### config.mk
export PLATFORM = sky130hd
export DESIGN_NAME = sat_div64
export DESIGN_NICKNAME = d
export VERILOG_FILES = /design/src/rtl/sdiv_pkg.sv /design/src/rtl/sdiv_prep.sv /design/src/rtl/sdiv_core.sv /design/src/rtl/sdiv_sat.sv /design/src/rtl/sdiv_ctrl.sv /design/src/rtl/sat_div64.sv
export SDC_FILE = /design/constraint.sdc
export NUM_CORES = 1
export LEC_CHECK = 0
export BUFFER_PORTS_ARGS = -buffer_cell sky130_fd_sc_hd__buf_4
export CAP_MARGIN = 10
export CELL_PAD_IN_SITES_DETAIL_PLACEMENT = 0
export CELL_PAD_IN_SITES_GLOBAL_PLACEMENT = 2
export CORE_UTILIZATION = 40
export CTS_CLUSTER_SIZE = 10
export DETAILED_ROUTE_END_ITERATION = 8
export GPL_ROUTABILITY_DRIVEN = 0
export PLACE_DENSITY = 0.87
export SLEW_MARGIN = 20
export SYNTH_ARGS = -nofsm -noshare
export SYNTH_HDL_FRONTEND = slang
export SYNTH_HIERARCHICAL = 1
export SYNTH_SLANG_ARGS = --single-unit
### constraint.sdc
create_clock -name clk -period 5.1 [get_ports clk]
set_clock_uncertainty 0.2 [all_clocks]
set_input_delay 0.51 -clock clk [delete_from_list [all_inputs] [get_ports clk]]
set_output_delay 0.51 -clock clk [all_outputs]
set_load 0.005 [all_outputs]
### src/rtl/sdiv_pkg.sv
package sdiv_pkg;
  typedef enum logic [1:0] {
    ST_IDLE = 2'd0,
    ST_RUN  = 2'd1,
    ST_WRAP = 2'd2
  } sdiv_state_e;
endpackage

### src/rtl/sdiv_prep.sv
// Operand preparation: dividend/divisor magnitudes, quotient sign, zero test.
module sdiv_prep #(
  parameter int DW = 32,
  localparam int QW = 2 * DW
) (
  input  logic          op_signed,
  input  logic [DW-1:0] hi_word,
  input  logic [DW-1:0] lo_word,
  input  logic [DW-1:0] divisor,
  output logic [QW-1:0] dvd_mag,
  output logic [DW-1:0] dvs_mag,
  output logic          q_neg,
  output logic          dvs_zero
);
  logic [QW-1:0] dvd_raw;
  logic          dvd_neg;
  logic          dvs_neg;

  always_comb begin
    dvd_raw  = {hi_word, lo_word};
    dvd_neg  = op_signed & dvd_raw[QW-1];
    dvs_neg  = op_signed & divisor[DW-1];
    dvd_mag  = dvd_neg ? ((~dvd_raw) + QW'(1)) : dvd_raw;
    dvs_mag  = dvs_neg ? ((~divisor) + DW'(1)) : divisor;
    q_neg    = dvd_neg ^ dvs_neg;
    dvs_zero = (divisor == '0);
  end
endmodule

### src/rtl/sdiv_core.sv
// Restoring shift-subtract datapath, one quotient bit per enabled cycle.
module sdiv_core #(
  parameter int DW = 32,
  localparam int QW = 2 * DW
) (
  input  logic          clk,
  input  logic          rst_n,
  input  logic          load,
  input  logic          step_en,
  input  logic [QW-1:0] dvd_mag,
  input  logic [DW-1:0] dvs_mag,
  output logic [QW-1:0] q_mag
);
  logic [DW-1:0] rem_q, rem_d;
  logic [QW-1:0] acc_q, acc_d;
  logic [DW-1:0] dvs_q, dvs_d;
  logic [DW:0]   trial;
  logic          fits;

  always_comb begin
    trial = {rem_q, acc_q[QW-1]};
    fits  = (trial >= {1'b0, dvs_q});
    rem_d = rem_q;
    acc_d = acc_q;
    dvs_d = dvs_q;
    if (load) begin
      rem_d = '0;
      acc_d = dvd_mag;
      dvs_d = dvs_mag;
    end else if (step_en) begin
      rem_d = fits ? (trial[DW-1:0] - dvs_q) : trial[DW-1:0];
      acc_d = {acc_q[QW-2:0], fits};
    end
  end

  always_ff @(posedge clk or negedge rst_n) begin
    if (!rst_n) begin
      rem_q <= '0;
      acc_q <= '0;
      dvs_q <= '0;
    end else if (load || step_en) begin
      rem_q <= rem_d;
      acc_q <= acc_d;
      dvs_q <= dvs_d;
    end
  end

  assign q_mag = acc_q;
endmodule

### src/rtl/sdiv_sat.sv
// Sign application and 32-bit saturation of the quotient magnitude.
module sdiv_sat #(
  parameter int DW = 32,
  localparam int QW = 2 * DW
) (
  input  logic [QW-1:0] q_mag,
  input  logic          is_signed,
  input  logic          q_neg,
  output logic [DW-1:0] quot,
  output logic          sat
);
  localparam logic [DW-1:0] UMAX = '1;
  localparam logic [DW-1:0] SMAX = {1'b0, {(DW-1){1'b1}}};
  localparam logic [DW-1:0] SMIN = {1'b1, {(DW-1){1'b0}}};

  logic hi_any;

  always_comb begin
    hi_any = |q_mag[QW-1:DW];
    if (!is_signed) begin
      sat  = hi_any;
      quot = sat ? UMAX : q_mag[DW-1:0];
    end else if (!q_neg) begin
      sat  = hi_any | q_mag[DW-1];
      quot = sat ? SMAX : q_mag[DW-1:0];
    end else begin
      sat  = hi_any | (q_mag[DW-1] & (|q_mag[DW-2:0]));
      quot = sat ? SMIN : ((~q_mag[DW-1:0]) + DW'(1));
    end
  end
endmodule

### src/rtl/sdiv_ctrl.sv
// Sequencer: idle / iterate / wrap-up, with the bit counter.
module sdiv_ctrl
  import sdiv_pkg::*;
#(
  parameter int STEPS = 64,
  localparam int CW = $clog2(STEPS)
) (
  input  logic clk,
  input  logic rst_n,
  input  logic start,
  input  logic dvs_zero,
  output logic load,
  output logic step_en,
  output logic finish,
  output logic trap_evt,
  output logic busy
);
  sdiv_state_e state_q, state_d;
  logic [CW-1:0] cnt_q, cnt_d;
  logic          cnt_en;
  logic          last;

  always_comb begin
    last     = (cnt_q == CW'(STEPS - 1));
    load     = (state_q == ST_IDLE) & start & ~dvs_zero;
    trap_evt = (state_q == ST_IDLE) & start &  dvs_zero;
    step_en  = (state_q == ST_RUN);
    finish   = (state_q == ST_WRAP);
    busy     = (state_q != ST_IDLE);
    state_d  = state_q;
    cnt_d    = cnt_q;
    cnt_en   = 1'b0;
    unique case (state_q)
      ST_IDLE: if (load) begin
        state_d = ST_RUN;
        cnt_d   = '0;
        cnt_en  = 1'b1;
      end
      ST_RUN: begin
        cnt_d  = cnt_q + CW'(1);
        cnt_en = 1'b1;
        if (last) state_d = ST_WRAP;
      end
      ST_WRAP: state_d = ST_IDLE;
      default: state_d = ST_IDLE;
    endcase
  end

  always_ff @(posedge clk or negedge rst_n) begin
    if (!rst_n) state_q <= ST_IDLE;
    else        state_q <= state_d;
  end

  always_ff @(posedge clk or negedge rst_n) begin
    if (!rst_n)      cnt_q <= '0;
    else if (cnt_en) cnt_q <= cnt_d;
  end
endmodule

### src/rtl/sat_div64.sv
module sat_div64 #(
  parameter int DW = 32,
  localparam int QW = 2 * DW
) (
  input  logic          clk,
  input  logic          rst_n,
  input  logic          start,
  input  logic          op_signed,
  input  logic          cc_req,
  input  logic [DW-1:0] hi_word,
  input  logic [DW-1:0] lo_word,
  input  logic [DW-1:0] divisor,
  output logic          busy,
  output logic          done,
  output logic [DW-1:0] quotient,
  output logic          ovf,
  output logic          dz_trap,
  output logic [DW-1:0] cc_quot,
  output logic          cc_ovf
);
  logic [QW-1:0] dvd_mag;
  logic [DW-1:0] dvs_mag;
  logic          q_neg_c, dvs_zero;
  logic          load, step_en, finish, trap_evt;
  logic [QW-1:0] q_mag;
  logic [DW-1:0] sat_quot;
  logic          sat_flag;

  logic          mode_q, neg_q, ccsel_q;
  logic [DW-1:0] quot_q;
  logic          ovf_q, trap_q, done_q;
  logic [DW-1:0] ccq_q;
  logic          cco_q;

  sdiv_prep #(.DW(DW)) u_prep (
    .op_signed (op_signed),
    .hi_word   (hi_word),
    .lo_word   (lo_word),
    .divisor   (divisor),
    .dvd_mag   (dvd_mag),
    .dvs_mag   (dvs_mag),
    .q_neg     (q_neg_c),
    .dvs_zero  (dvs_zero)
  );

  sdiv_ctrl #(.STEPS(QW)) u_ctrl (
    .clk      (clk),
    .rst_n    (rst_n),
    .start    (start),
    .dvs_zero (dvs_zero),
    .load     (load),
    .step_en  (step_en),
    .finish   (finish),
    .trap_evt (trap_evt),
    .busy     (busy)
  );

  sdiv_core #(.DW(DW)) u_core (
    .clk     (clk),
    .rst_n   (rst_n),
    .load    (load),
    .step_en (step_en),
    .dvd_mag (dvd_mag),
    .dvs_mag (dvs_mag),
    .q_mag   (q_mag)
  );

  sdiv_sat #(.DW(DW)) u_sat (
    .q_mag     (q_mag),
    .is_signed (mode_q),
    .q_neg     (neg_q),
    .quot      (sat_quot),
    .sat       (sat_flag)
  );

  // request attributes captured on acceptance
  always_ff @(posedge clk or negedge rst_n) begin
    if (!rst_n) begin
      mode_q  <= 1'b0;
      neg_q   <= 1'b0;
      ccsel_q <= 1'b0;
    end else if (load) begin
      mode_q  <= op_signed;
      neg_q   <= q_neg_c;
      ccsel_q <= cc_req;
    end
  end

  // architectural result, held across traps
  always_ff @(posedge clk or negedge rst_n) begin
    if (!rst_n) begin
      quot_q <= '0;
      ovf_q  <= 1'b0;
    end else if (finish) begin
      quot_q <= sat_quot;
      ovf_q  <= sat_flag;
    end
  end

  always_ff @(posedge clk or negedge rst_n) begin
    if (!rst_n)                   trap_q <= 1'b0;
    else if (finish || trap_evt)  trap_q <= trap_evt;
  end

  always_ff @(posedge clk or negedge rst_n) begin
    if (!rst_n) done_q <= 1'b0;
    else        done_q <= finish | trap_evt;
  end

  // condition-code sources
  always_ff @(posedge clk or negedge rst_n) begin
    if (!rst_n) begin
      ccq_q <= '0;
      cco_q <= 1'b0;
    end else if (finish && ccsel_q) begin
      ccq_q <= sat_quot;
      cco_q <= sat_flag;
    end
  end

  assign done     = done_q;
  assign quotient = quot_q;
  assign ovf      = ovf_q;
  assign dz_trap  = trap_q;
  assign cc_quot  = ccq_q;
  assign cc_ovf   = cco_q;
endmodule

==> results by group <==
Outcome
  • Status: complete, but fails checks
  • Failing checks: design-rule violations

Power and ir drop
  • Peak supply drop: 0.000309 V
  • Power Density: 573 nW/um^2
  • Total Power: 9680 uW
  • Leakage: 0.00747 uW

Yosys
  • Netlist cell types: 99
  • Post-Syn Area: 14500 um^2
  • Synth Instances: 1600
  • Synth warn: 6
  • Sequential fraction of the synthesis area: 0.356
  • Post-synth ARST share: 1.00
  • Number of synthesized flops with an enable pin: 0
  • Mapped Avg Cell Area: 9.09 um^2
  • Syn nets: 1738
  • Main synth FF type: dfrtp_1
  • FF+latch count, synth: 207

Floorplanning
  • Initial Util: 0.408
  • Core area: 35700 um^2
  • Row cnt: 69
  • Die ar.: 37100 um^2
  • Top-level port count: 170
  • Die height: 193 um
  • Die W: 193 um

Clocking
  • Total CTS buffers: 27
  • Htree depth: 1
  • Worst-Skew Late Latency: 0.55 ns
  • Longest Clk Path Bufs: 3
  • TritonCTS clock tree: yes
  • Reg clk slew, reported paths: 0.05 ns
  • Post-CTS Resized: 0
  • Postcts setup bufs: 0
  • Root buffer cell: clkbuf_16
  • Num Clock Sinks: 207

Cells and area
  • Utilization after layout: 0.473
  • Layout cells sized above 1: 0.197
  • Antenna diode instance count: 0
  • Non-Filler Instances: 2203
  • Layout area overhead: 16.1%
  • # fillers: 3439
  • Layout Nets: 1868

Global routing
  • Global-route wire length before repair: 66.6 mm
  • Vias in the first global route: 11900
  • Initial antenna violation count: 0
  • Largest net degree at the start of global routing: 138
  • Total GRT Usage: 0.225
  • Grt ovf: 0

Timing
  • RSZ-0062 raised after global routing: false
  • Final slew viol count: 0
  • Setup Total Neg Slack: 0 ns
  • F_max: 251 MHz
  • Min Tclk post-route: 3.99 ns
  • Hold Worst Slack: 0.0238 ns
  • Slew headroom: 0.298
  • Endpoints failing setup: 0
  • Slew @ Worst Pin: 1.05 ns
  • Crit share post-route: 0.783
  • Final Hold Vio Count: 0

Critical path
  • Setup crit start kind: flop
  • WP data required: 5.33 ns
  • Crit end category: flop
  • Worst-path fanout max: 17
  • Arrival time at the worst endpoint: 4.22 ns
  • Worst r2r path cells: 10
  • Crit Path Class: reg -> reg

Routing
  • Post-route ant nets: 0
  • DR vias: 12400
  • WL per Instance: 19.1 um
  • Pre-Repair DR Iteration Count: 8
  • DRT iter0 DRCs: 764
  • Via density per instance: 5.61
  • DRC Markers: 22
  • Total wire length: 42.0 mm

Flow run
  • Max Cap Violations: 0

Placed design
  • PortBufs: 169
  • HPWL after DPL: 30.6 mm
  • Inst Count DP: 2160

Hold path
  • Cells on Worst Hold Path: 3
  • Hold crit path type: in -> reg
[cell usage after synthesis, types with 46 or more instances]
cell type	instances	share of area
dfrtp_1	207	0.36
nand2_1	161	0.042
o21ai_0	140	0.048
nor2_1	121	0.031
a21oi_1	95	0.033
mux2i_1	95	0.065
inv_1	68	0.018
xor2_1	65	0.039
xnor2_1	54	0.033
clkbuf_1	49	0.013
mux2_2	46	0.036
[through the flow]
step	area [um^2]	setup WS, ns
after CTS	16900	1.06
after global placement	16000	1.25
after global routing	16900	0.884
after floorplan	14500	1.76
final	16900	1.11
after detailed placement	16000	1.11
[metal layers]
layer  global-route usage  vias to the layer above  wire (um)  share of wire
met4               0.0497                        0        670          0.016
li1                     -                     6057          -              -
met5                    0                        -          0              0
met3               0.0271                       39       2140          0.051
met2                0.352                      316      18900           0.45
met1                0.330                     5943      20300           0.48
[critical path, cell delays in order (launching register included)]
cell and delay (ns):
dfrtp_1 0.40, ha_1 0.45, nand4_1 0.21, or3_1 0.44, or3_4 0.36, nor4_4 0.16, nor4_2 0.09, o31ai_4 0.89
buf_4 0.33, mux2i_1 0.09, a211oi_1 0.27
[sequential cells by signal, indices dropped and copies added (netlist names)]
name / flops
u_ctrl/state_q: 2
cc_quot: 32
u_ctrl/cnt_q: 6
u_core/q_mag: 64
dz_trap: 1
neg_q: 1
done: 1
ccsel_q: 1
ovf: 1
u_core/dvs_q: 32
cc_ovf: 1
mode_q: 1
u_core/rem_q: 32
quotient: 32
[path summary, 6_finish.rpt]
path | start | to | slack [ns]
setup / recovery | u_core/rem_q[22]$_DFFE_PN0N_ | u_core/rem_q[8]$_DFFE_PN0N_ | 1.11
hold / removal | lo_word[0] | u_core/q_mag[0]$_DFFE_PN0N_ | 0.02
setup reg to reg | u_core/rem_q[22]$_DFFE_PN0N_ | u_core/rem_q[8]$_DFFE_PN0N_ | 1.11
hold reg to reg | u_ctrl/cnt_q[5]$_DFFE_PN0P_ | u_ctrl/cnt_q[5]$_DFFE_PN0P_ | 0.30
max in group asynchronous | rst_n | quotient[31]$_DFFE_PN0P_ | 3.03
min in group asynchronous | rst_n | quotient[2]$_DFFE_PN0P_ | 0.44
[placed cells by master (no fill, tap or decap), drive strengths merged, types with 5 or more instances in the layout]
cell     count
dfrtp      207
buf        187
nand2      163
o21ai      144
nor2       121
mux2i       95
a21oi       95
mux2        76
inv         71
xor2        65
xnor2       54
nor4        39
nor3        37
clkbuf      37
ha          36
nand3       33
a211oi      29
a31oi       28
nand4       23
or3         19
o31ai       15
a21o        14
nand2b      11
and3        10
o41ai       10
o211ai       9
a2bb2oi      7
and4         7
o311a        6
nand3b       6
and2         6
or4          6
o21bai       5
a21boi       5
[power by group]
group	switching (uW)	internal [uW]
clock	727	1100
sequential	595	2250
combinational	2760	2240
total	4090	5590
[cells by family (layout without fill, tap and decap cells)]
logic type      count (synthesis)  after routing  synth area share
compound gates                410            410             0.180
xor+xnor                      119            119            0.0717
fa+ha+maj                      37             37            0.0323
buf+inv                       158            300            0.0552
flops                         207            207             0.356
mux                           171            171             0.132
simple gates                  498            498             0.173
[what timing repair did]
| item | in CTS | in global routing |
|---|---|---|
| hold buffers | 2 | 0 |
| endpoints found under the setup margin | 0 | 0 |
| hold endpoints to repair | 108 | 0 |
[layout make-up]
| class | instances | area, um^2 | share of cell area |
|---|---|---|---|
| tap | 461 | 577 | 0.0342 |
| sequential | 207 | 5180 | 0.307 |
| clock buffer | 36 | 739 | 0.0438 |
| timing repair buffer | 190 | 1460 | 0.0867 |
| inverter | 69 | 259 | 0.0153 |
| clock inverter | 5 | 85.1 | 0.00504 |
| multi-input combinational | 1235 | 8580 | 0.508 |
Note: power is estimated with default switching activity, not from simulation.
